==> src/rtl/irq_ctrl_pkg.sv <==
package irq_ctrl_pkg;

  localparam int REG_W = 32;

  // Cause bit positions (fixed encoding decoded by software)
  localparam int CB_TX_DONE   = 0;
  localparam int CB_TX_EMPTY  = 1;
  localparam int CB_LINK_CHG  = 2;
  localparam int CB_RX_SEQERR = 3;
  localparam int CB_RX_LOWDSC = 4;
  localparam int CB_RX_OVRRUN = 6;
  localparam int CB_RX_TIMER  = 7;
  localparam int CB_MGMT_DONE = 9;
  localparam int CB_CFG_SEEN  = 10;
  localparam int CB_GP_BASE   = 11;
  localparam int CB_GP_COUNT  = 4;

  // Register byte offsets
  localparam int OFS_CAUSE_RD  = 'hC0;
  localparam int OFS_CAUSE_SET = 'hC8;
  localparam int OFS_MASK_SET  = 'hD0;
  localparam int OFS_MASK_CLR  = 'hD8;

  function automatic logic [REG_W-1:0] impl_bits();
    logic [REG_W-1:0] m;
    m = '0;
    m[CB_TX_DONE]   = 1'b1;
    m[CB_TX_EMPTY]  = 1'b1;
    m[CB_LINK_CHG]  = 1'b1;
    m[CB_RX_SEQERR] = 1'b1;
    m[CB_RX_LOWDSC] = 1'b1;
    m[CB_RX_OVRRUN] = 1'b1;
    m[CB_RX_TIMER]  = 1'b1;
    m[CB_MGMT_DONE] = 1'b1;
    m[CB_CFG_SEEN]  = 1'b1;
    for (int g = 0; g < CB_GP_COUNT; g++) m[CB_GP_BASE+g] = 1'b1;
    return m;
  endfunction

  localparam logic [REG_W-1:0] IMPL_MASK = impl_bits();

  typedef struct packed {
    logic cause_rd;
    logic cause_set;
    logic mask_set;
    logic mask_clr;
    logic mask_rd;
  } reg_sel_t;

endpackage

==> src/rtl/irq_decode.sv <==
module irq_decode
  import irq_ctrl_pkg::*;
#(
  parameter int ADDR_W = 16
) (
  input  logic              clk,
  input  logic              rst,
  input  logic [ADDR_W-1:0] bus_addr,
  input  logic              bus_wr,
  input  logic              bus_rd,
  output reg_sel_t          sel
);

  logic hit_cause, hit_cset, hit_mset, hit_mclr;

  always_comb begin
    hit_cause = (bus_addr == ADDR_W'(OFS_CAUSE_RD));
    hit_cset  = (bus_addr == ADDR_W'(OFS_CAUSE_SET));
    hit_mset  = (bus_addr == ADDR_W'(OFS_MASK_SET));
    hit_mclr  = (bus_addr == ADDR_W'(OFS_MASK_CLR));
    sel.cause_rd  = bus_rd & hit_cause;
    sel.cause_set = bus_wr & hit_cset;
    sel.mask_set  = bus_wr & hit_mset;
    sel.mask_clr  = bus_wr & hit_mclr;
    sel.mask_rd   = bus_rd & hit_mset;
  end

  // at most one mask write strobe per cycle
  assert_one_mask_write_R10: assert property (@(posedge clk) disable iff (rst)
    $onehot0({sel.mask_set, sel.mask_clr, sel.cause_set}))
    else $error("decode produced two write strobes");

endmodule

==> src/rtl/irq_cause_reg.sv <==
module irq_cause_reg #(
  parameter int             W    = 32,
  parameter logic [W-1:0]   IMPL = '1
) (
  input  logic         clk,
  input  logic         rst,
  input  logic [W-1:0] evt_i,
  input  logic         set_we,
  input  logic [W-1:0] set_data,
  input  logic         rd_clr,
  output logic [W-1:0] cause_q,
  output logic [W-1:0] cause_nxt
);

  logic [W-1:0] arrive;
  logic [W-1:0] kept;

  always_comb begin
    arrive    = (evt_i | ({W{set_we}} & set_data)) & IMPL;
    kept      = rd_clr ? '0 : cause_q;
    cause_nxt = kept | arrive;
  end

  always_ff @(posedge clk) begin
    if (rst) cause_q <= '0;
    else     cause_q <= cause_nxt;
  end

  // reserved positions never hold a one
  assert_reserved_clear_R9: assert property (@(posedge clk) disable iff (rst)
    (cause_q & ~IMPL) == '0)
    else $error("reserved cause bit set");

  // an implemented event is always captured at the next edge
  assert_event_kept_R4: assert property (@(posedge clk) disable iff (rst)
    (|(evt_i & IMPL)) |=> ((cause_q & $past(evt_i & IMPL)) == $past(evt_i & IMPL)))
    else $error("event lost");

  // a read with nothing arriving leaves the register empty
  assert_read_clears_R3: assert property (@(posedge clk) disable iff (rst)
    (rd_clr && !set_we && ((evt_i & IMPL) == '0)) |=> (cause_q == '0))
    else $error("cause not cleared by read");

  // with no read, no bit falls
  assert_sticky_R2: assert property (@(posedge clk) disable iff (rst)
    !rd_clr |=> ((cause_q & $past(cause_q)) == $past(cause_q)))
    else $error("cause bit dropped without read");

endmodule

==> src/rtl/irq_mask_reg.sv <==
module irq_mask_reg #(
  parameter int           W    = 32,
  parameter logic [W-1:0] IMPL = '1
) (
  input  logic         clk,
  input  logic         rst,
  input  logic         set_we,
  input  logic         clr_we,
  input  logic [W-1:0] wdata,
  output logic [W-1:0] mask_q,
  output logic [W-1:0] mask_nxt
);

  always_comb begin
    mask_nxt = mask_q;
    if (set_we) mask_nxt = mask_q | (wdata & IMPL);
    if (clr_we) mask_nxt = mask_q & ~wdata;
  end

  always_ff @(posedge clk) begin
    if (rst) mask_q <= '0;
    else     mask_q <= mask_nxt;
  end

  // set write turns on every implemented written bit
  assert_mask_set_R6: assert property (@(posedge clk) disable iff (rst)
    set_we |=> ((mask_q & $past(wdata & IMPL)) == $past(wdata & IMPL)))
    else $error("mask set failed");

  // clear write turns off every written bit
  assert_mask_clear_R7: assert property (@(posedge clk) disable iff (rst)
    clr_we |=> ((mask_q & $past(wdata)) == '0))
    else $error("mask clear failed");

  // without writes the mask holds
  assert_mask_hold_R7: assert property (@(posedge clk) disable iff (rst)
    (!set_we && !clr_we) |=> $stable(mask_q))
    else $error("mask changed without write");

  // reserved mask bits stay zero
  assert_mask_reserved_R9: assert property (@(posedge clk) disable iff (rst)
    (mask_q & ~IMPL) == '0)
    else $error("reserved mask bit set");

endmodule

==> src/rtl/irq_cause_unit.sv <==
module irq_cause_unit
  import irq_ctrl_pkg::*;
#(
  parameter int ADDR_W = 16
) (
  input  logic              clk,
  input  logic              rst,
  input  logic [ADDR_W-1:0] bus_addr,
  input  logic              bus_wr,
  input  logic              bus_rd,
  input  logic [REG_W-1:0]  bus_wdata,
  output logic [REG_W-1:0]  bus_rdata,
  input  logic [REG_W-1:0]  evt_i,
  output logic              irq_o
);

  reg_sel_t         sel;
  logic [REG_W-1:0] cause_q, cause_nxt;
  logic [REG_W-1:0] mask_q, mask_nxt;
  logic [REG_W-1:0] rd_mux;

  irq_decode #(.ADDR_W(ADDR_W)) u_decode (
    .clk      (clk),
    .rst      (rst),
    .bus_addr (bus_addr),
    .bus_wr   (bus_wr),
    .bus_rd   (bus_rd),
    .sel      (sel)
  );

  irq_cause_reg #(.W(REG_W), .IMPL(IMPL_MASK)) u_cause (
    .clk       (clk),
    .rst       (rst),
    .evt_i     (evt_i),
    .set_we    (sel.cause_set),
    .set_data  (bus_wdata),
    .rd_clr    (sel.cause_rd),
    .cause_q   (cause_q),
    .cause_nxt (cause_nxt)
  );

  irq_mask_reg #(.W(REG_W), .IMPL(IMPL_MASK)) u_mask (
    .clk      (clk),
    .rst      (rst),
    .set_we   (sel.mask_set),
    .clr_we   (sel.mask_clr),
    .wdata    (bus_wdata),
    .mask_q   (mask_q),
    .mask_nxt (mask_nxt)
  );

  always_comb begin
    rd_mux = '0;
    if (sel.cause_rd)     rd_mux = cause_q;
    else if (sel.mask_rd) rd_mux = mask_q;
  end

  always_ff @(posedge clk) begin
    if (rst) begin
      bus_rdata <= '0;
      irq_o     <= 1'b0;
    end else begin
      bus_rdata <= rd_mux;
      irq_o     <= |(cause_nxt & mask_nxt);
    end
  end

  // the interrupt line tracks cause AND mask as registered by the two register modules
  assert_irq_level_R8: assert property (@(posedge clk) disable iff (rst)
    irq_o == (|(cause_q & mask_q)))
    else $error("irq level mismatch");

  // no read, or a read of a non-readable offset, yields zero data
  assert_rdata_idle_R10: assert property (@(posedge clk) disable iff (rst)
    (!sel.cause_rd && !sel.mask_rd) |=> (bus_rdata == '0))
    else $error("rdata not zero");

endmodule

==> config.mk <==
export PLATFORM = sky130hd
export DESIGN_NAME = irq_cause_unit
export DESIGN_NICKNAME = d
export VERILOG_FILES = /design/src/rtl/irq_ctrl_pkg.sv /design/src/rtl/irq_decode.sv /design/src/rtl/irq_cause_reg.sv /design/src/rtl/irq_mask_reg.sv /design/src/rtl/irq_cause_unit.sv
export SDC_FILE = /design/constraint.sdc
export NUM_CORES = 1
export LEC_CHECK = 0
export BUFFER_PORTS_ARGS = -buffer_cell sky130_fd_sc_hd__clkbuf_2
export CAP_MARGIN = 30
export CORE_AREA = 2 2 90 92
export CTS_CLUSTER_DIAMETER = 80
export DETAILED_ROUTE_END_ITERATION = 7
export DIE_AREA = 0 0 92 94
export PLACE_DENSITY = 0.86
export SKIP_LAST_GASP = 1
export SLEW_MARGIN = 20
export SYNTH_ARGS = -nofsm -noshare
export SYNTH_HDL_FRONTEND = slang
export SYNTH_SLANG_ARGS = --single-unit
==> constraint.sdc <==
create_clock -name clk -period 3.2 [get_ports clk]
set_input_delay 0.48 -clock clk [delete_from_list [all_inputs] [get_ports clk]]
set_output_delay 0.48 -clock clk [all_outputs]
set_load 0.02 [all_outputs]
# == After elaboration in Yosys (flattened, before gate mapping) ==
# Cells that the tools add are included.
# totals
ff_bits,97
in_bits,84
out_inout_bits,33
word_cells,26
# op_classes
eq_ne,4
n_mux,5
bitwise_logic,12
n_reduce_logical,1
# ops
op,count
two-way mux 32 bit,5
AND 32 bit,2
"== test 16 x 8 -> 1 bit, second input constant",4
bitwise OR 32 x 15 -> 32 bit,2
inverter 32 bit,1
OR reduction 32 bit,1
AND 15 bit,1
bitwise OR 15 bit,1
AND 1 bit,5

# == Logic depth before layout (Yosys ltp) ==
# depth
word_depth,7
mapped_depth,8

# == Hierarchy ==
# Synthesis repeated with hierarchy kept, for this count alone.
# hier_totals
hier_cells,409
hier_area_um2,4075.2
# by_module_without_submodules
mod,n_inst,cells_per_inst,area_each_um2
irq_cause_reg,1,142,1362.6
irq_mask_reg,1,118,1307.5
irq_cause_unit,1,133,1260.0
irq_decode,1,16,145.1

# == Least setup slack after synthesis ==
# Ideal clock, no wire load.
# synth_path
kind,input-to-reg
startpoint,input bus_addr[9]
endpoint,register irq_o
setup_time_ns,0.127
arrival_time_ns,2.358
slack_ns,0.715
path_stages,8
path_buffers,1
cell_sequence,nor4_4 and3_1 buf_6 nand3_1 and4_2 or4_4 a2111oi_4 a31oi_1
# synth_between
elab_chain_cells,7
# synth_rtl
item,line_no,source
"start, declared",irq_cause_unit.sv:8,"input logic [ADDR_W-1:0] bus_addr,"
== test 16 x 8 -> 1 bit,irq_decode.sv:18,hit_cset = (bus_addr == ADDR_W'(OFS_CAUSE_SET));
AND 1 bit,irq_decode.sv:22,sel.cause_set = bus_wr & hit_cset;
AND 15 bit,irq_cause_reg.sv:19,arrive = (evt_i | ({W{set_we}} & set_data)) & IMPL;
bitwise OR 15 bit,irq_cause_reg.sv:19,
bitwise OR 32 x 15 -> 32 bit,irq_cause_reg.sv:21,cause_nxt = kept | arrive;
AND 32 bit (*),irq_cause_unit.sv:64,irq_o <= |(cause_nxt & mask_nxt);
OR reduction 32 bit (*),irq_cause_unit.sv:64,
"end signal, assigned",irq_cause_unit.sv:64,
"end, declared",irq_cause_unit.sv:14,output logic irq_o
# Mark *: on every way between the ends. The rest lies on a longest branch, timed or not.
# A chain may end at the register's enable or synchronous reset.

# == Final worst setup path ==
# Ends and elaborated chain as after synthesis.

==> results_dict.tcl <==
set metrics [dict create \
    fin_skew_ns 0.00725 \
    h-tree-depth 3 \
    dr.pass1.iters 4 \
    p_comb_frac 0.049 \
    synth-seq-area-share 0.518 \
    final_core_util 0.597 \
    cts_buffer_depth 2 \
    critPathKind "in -> reg" \
    routed_wl_mm 8.91 \
    avgViaCountPerCell 5.47 \
    fin_crit_ns 2.60 \
    cts_sinks 97 \
    synth_seq_cells 97 \
    crit_top_cell "a31oi_1" \
    grt_pass1_vias 3146 \
    intPower_mw 1.66 \
    hp-class "in -> reg" \
    drc 0 \
    reg2reg_slack_ns 1.44 \
    hold_buffers 0 \
    regToRegStartpoint "u_mask.mask_q[29]$_SDFF_PP0_" \
    maxSlewHeadroom 0.643 \
    timing.final.hold_violations 0 \
    fp.coreArea_um2 7610 \
    setup.worst_path.start "bus_addr[9]" \
    nets 573 \
    max_freq_ghz 0.385 \
    cp_max_fo 10 \
    routedWlPerCell_um 14.9 \
    path_cells "clkbuf_2, nor4_4, and3_1, a31oi_1, a2111oi_0, nand4b_1, a2111oi_4, a31oi_1" \
    layout.area.seq_um2 1940 \
    worst_path_max_delay_cell "a2111oi_0" \
    min_to "u_mask.mask_q[15]$_SDFF_PP0_" \
    fillers 661 \
    avgSynthCellArea_um2 9.60 \
    tightest_slew_ns 0.536 \
    cts_resized 0 \
    finalCritPeriodShare 0.811 \
    setup_viol 0 \
    num_antenna_cells 0 \
    tns_ns 0 \
    cts_setup_buffers 0 \
    dp_hpwl_mm 6.33 \
    syn_to_final_growth_pct 21.1 \
    io_buffers 97 \
    grt_antenna_before_repair 0 \
    first_iter_violations 170 \
    max_cap_viol_count 0 \
    crit_arrival_ns 2.81 \
    grt-ovfl-total 0 \
    vias 3260 \
    postRouteAntennaNets 0 \
    hp-start "bus_wdata[15]" \
    die_h_um 94 \
    track_usage 0.209 \
    synth_fp_nets 475 \
    slew_viol_final 0 \
    numCtsBuffers 9 \
    cts_tree "done" \
    p_sw_mw 0.484 \
    leakage_nw 1.91 \
    place_congestion 0.826 \
    pwr_density_cell_nw_per_um2 471 \
    cts_root_buf "clkbuf_8" \
    start_util 0.493 \
    synth.cell_area_um2 3750 \
    min_path_cells 2 \
    clk_pin_slew_ns 0.09 \
    share_seq_of_total_power 0.572 \
    yosysUniqueCellTypes 46 \
    multi_input_area_um2 1660 \
    rsz0062_at_grt "false" \
    top_level_ports 117 \
    rr_worst_depth 6 \
    row_count 32 \
    final_cell_mix "dfxtp_1, clkbuf_2, nor2_1" \
    grt_max_degree 56 \
    grt_pass1_wl_mm 14.3 \
    clock_latency_ns 0.35 \
    power_frac_clock 0.379 \
    drive_gt1_frac 0.300 \
    yosysWarnings 0 \
    startpoint_type "primary input" \
    netlist_instances 391 \
    reg2reg_to "irq_o$_SDFF_PP0_" \
    die_x_um 92 \
    required_ns 3.42 \
    critPathMaxStageDelay_ns 0.49 \
    outcome "complete, no violations" \
    end_kind "register" \
    sw_frac_of_total 0.226 \
    ir_drop_uv 210 \
    dieArea_um2 8650 \
]
## worst max-delay path: cells and delay by family
family / cells / cell delay [ns]
buffers and inverters: 1 / 0.10
AND/OR/NAND/NOR: 3 / 1.08
AO/OA/AOI/OAI: 4 / 1.15
## sequential cells by signal, indices dropped and copies added (netlist names)
signal	flops
irq_o	1
u_cause.cause_q	32
u_mask.mask_q	32
bus_rdata	32
## layer usage
layer  part of all wire  up-vias  global-route usage
met5                  0        -                   0
met4              0.018        0              0.0784
met3              0.072       13              0.0449
met2               0.48      135               0.341
met1               0.43     1530               0.273
li1                   -     1582                   -
## logic make-up (layout without fill, tap and decap cells)
| kind of cell | Yosys count | count (layout) | synth area share |
|---|---|---|---|
| AO/OA/AOI/OAI | 80 | 80 | 0.165 |
| flip-flops | 97 | 97 | 0.518 |
| multiplexers | 13 | 13 | 0.0373 |
| buffers and inverters | 31 | 134 | 0.0413 |
| AND/OR/NAND/NOR | 170 | 170 | 0.239 |
## synthesized netlist by cell type (all sizes together)
cell	instances	area, um2
dfxtp	97	1940
nor2	58	220
nand2	38	143
a22oi	36	270
and2	19	120
nor2b	17	106
clkbuf	14	62.6
buf	9	62.6
a221o	8	80.1
a31oi	8	50.1
inv	8	30.0
mux2	8	90.1
nand3	7	35.0
a21oi	6	30.0
a221oi	5	43.8
mux2i	5	50.1
nand2b	5	31.3
nor3	5	25.0
a211oi	4	30.0
and3b	4	37.5
and4	4	38.8
o31ai	4	30.0
a2111oi	2	36.3
and3	2	12.5
and4b	2	21.3
nand4b	2	17.5
nor4	2	42.5
o21ai	2	10.0
o22ai	2	12.5
o32ai	2	17.5
nand4	1	6.26
nor4b	1	15.0
o21bai	1	7.51
or2	1	6.26
or3	1	7.51
or4	1	11.3
## worst max-delay path by stage
stage | slack (ns) | endpoint | cells past startpoint
finish | 0.60 | irq_o$_SDFF_PP0_ | 8
global route | 0.29 | irq_o$_SDFF_PP0_ | 8
CTS | 0.61 | irq_o$_SDFF_PP0_ | 8
detailed placement | 0.24 | irq_o$_SDFF_PP0_ | 8
global placement | 0.27 | irq_o$_SDFF_PP0_ | 8
floorplan | 0.71 | irq_o$_SDFF_PP0_ | 8
## per-stage QoR
stage	setup WS (ns)	std cells	power (mW)	hold WS (ns)	area, um2
2_1_floorplan	0.715	391	1.30	0.422	3750
3_3_place_gp	0.273	580	1.35	0.433	4340
3_5_place_dp	0.240	580	1.36	0.435	4340
4_1_cts	0.607	596	2.15	0.297	4540
5_1_grt	0.291	596	2.21	0.299	4540
6_report	0.605	596	2.14	0.314	4540
## power by group through the flow
| stage | Sequential [mW] | Clock (mW) | Combinational [mW] |
|---|---|---|---|
| after CTS | 1.22 | 0.819 | 0.105 |
| after detailed placement | 1.25 | 0 | 0.105 |
| after floorplan | 1.25 | 0 | 0.0454 |
| after global placement | 1.25 | 0 | 0.102 |
| after global routing | 1.23 | 0.867 | 0.115 |
| final | 1.22 | 0.811 | 0.105 |
## layout make-up
cell class                      instances  area share
Timing Repair Buffer                  110       0.128
Inverter                                8     0.00661
Tap cell                              102      0.0281
Clock buffer                           11      0.0311
Clock inverter                          5      0.0138
Multi-Input combinational cell        263       0.365
Sequential cell                        97       0.427
Power figures use the tool's default switching activity.
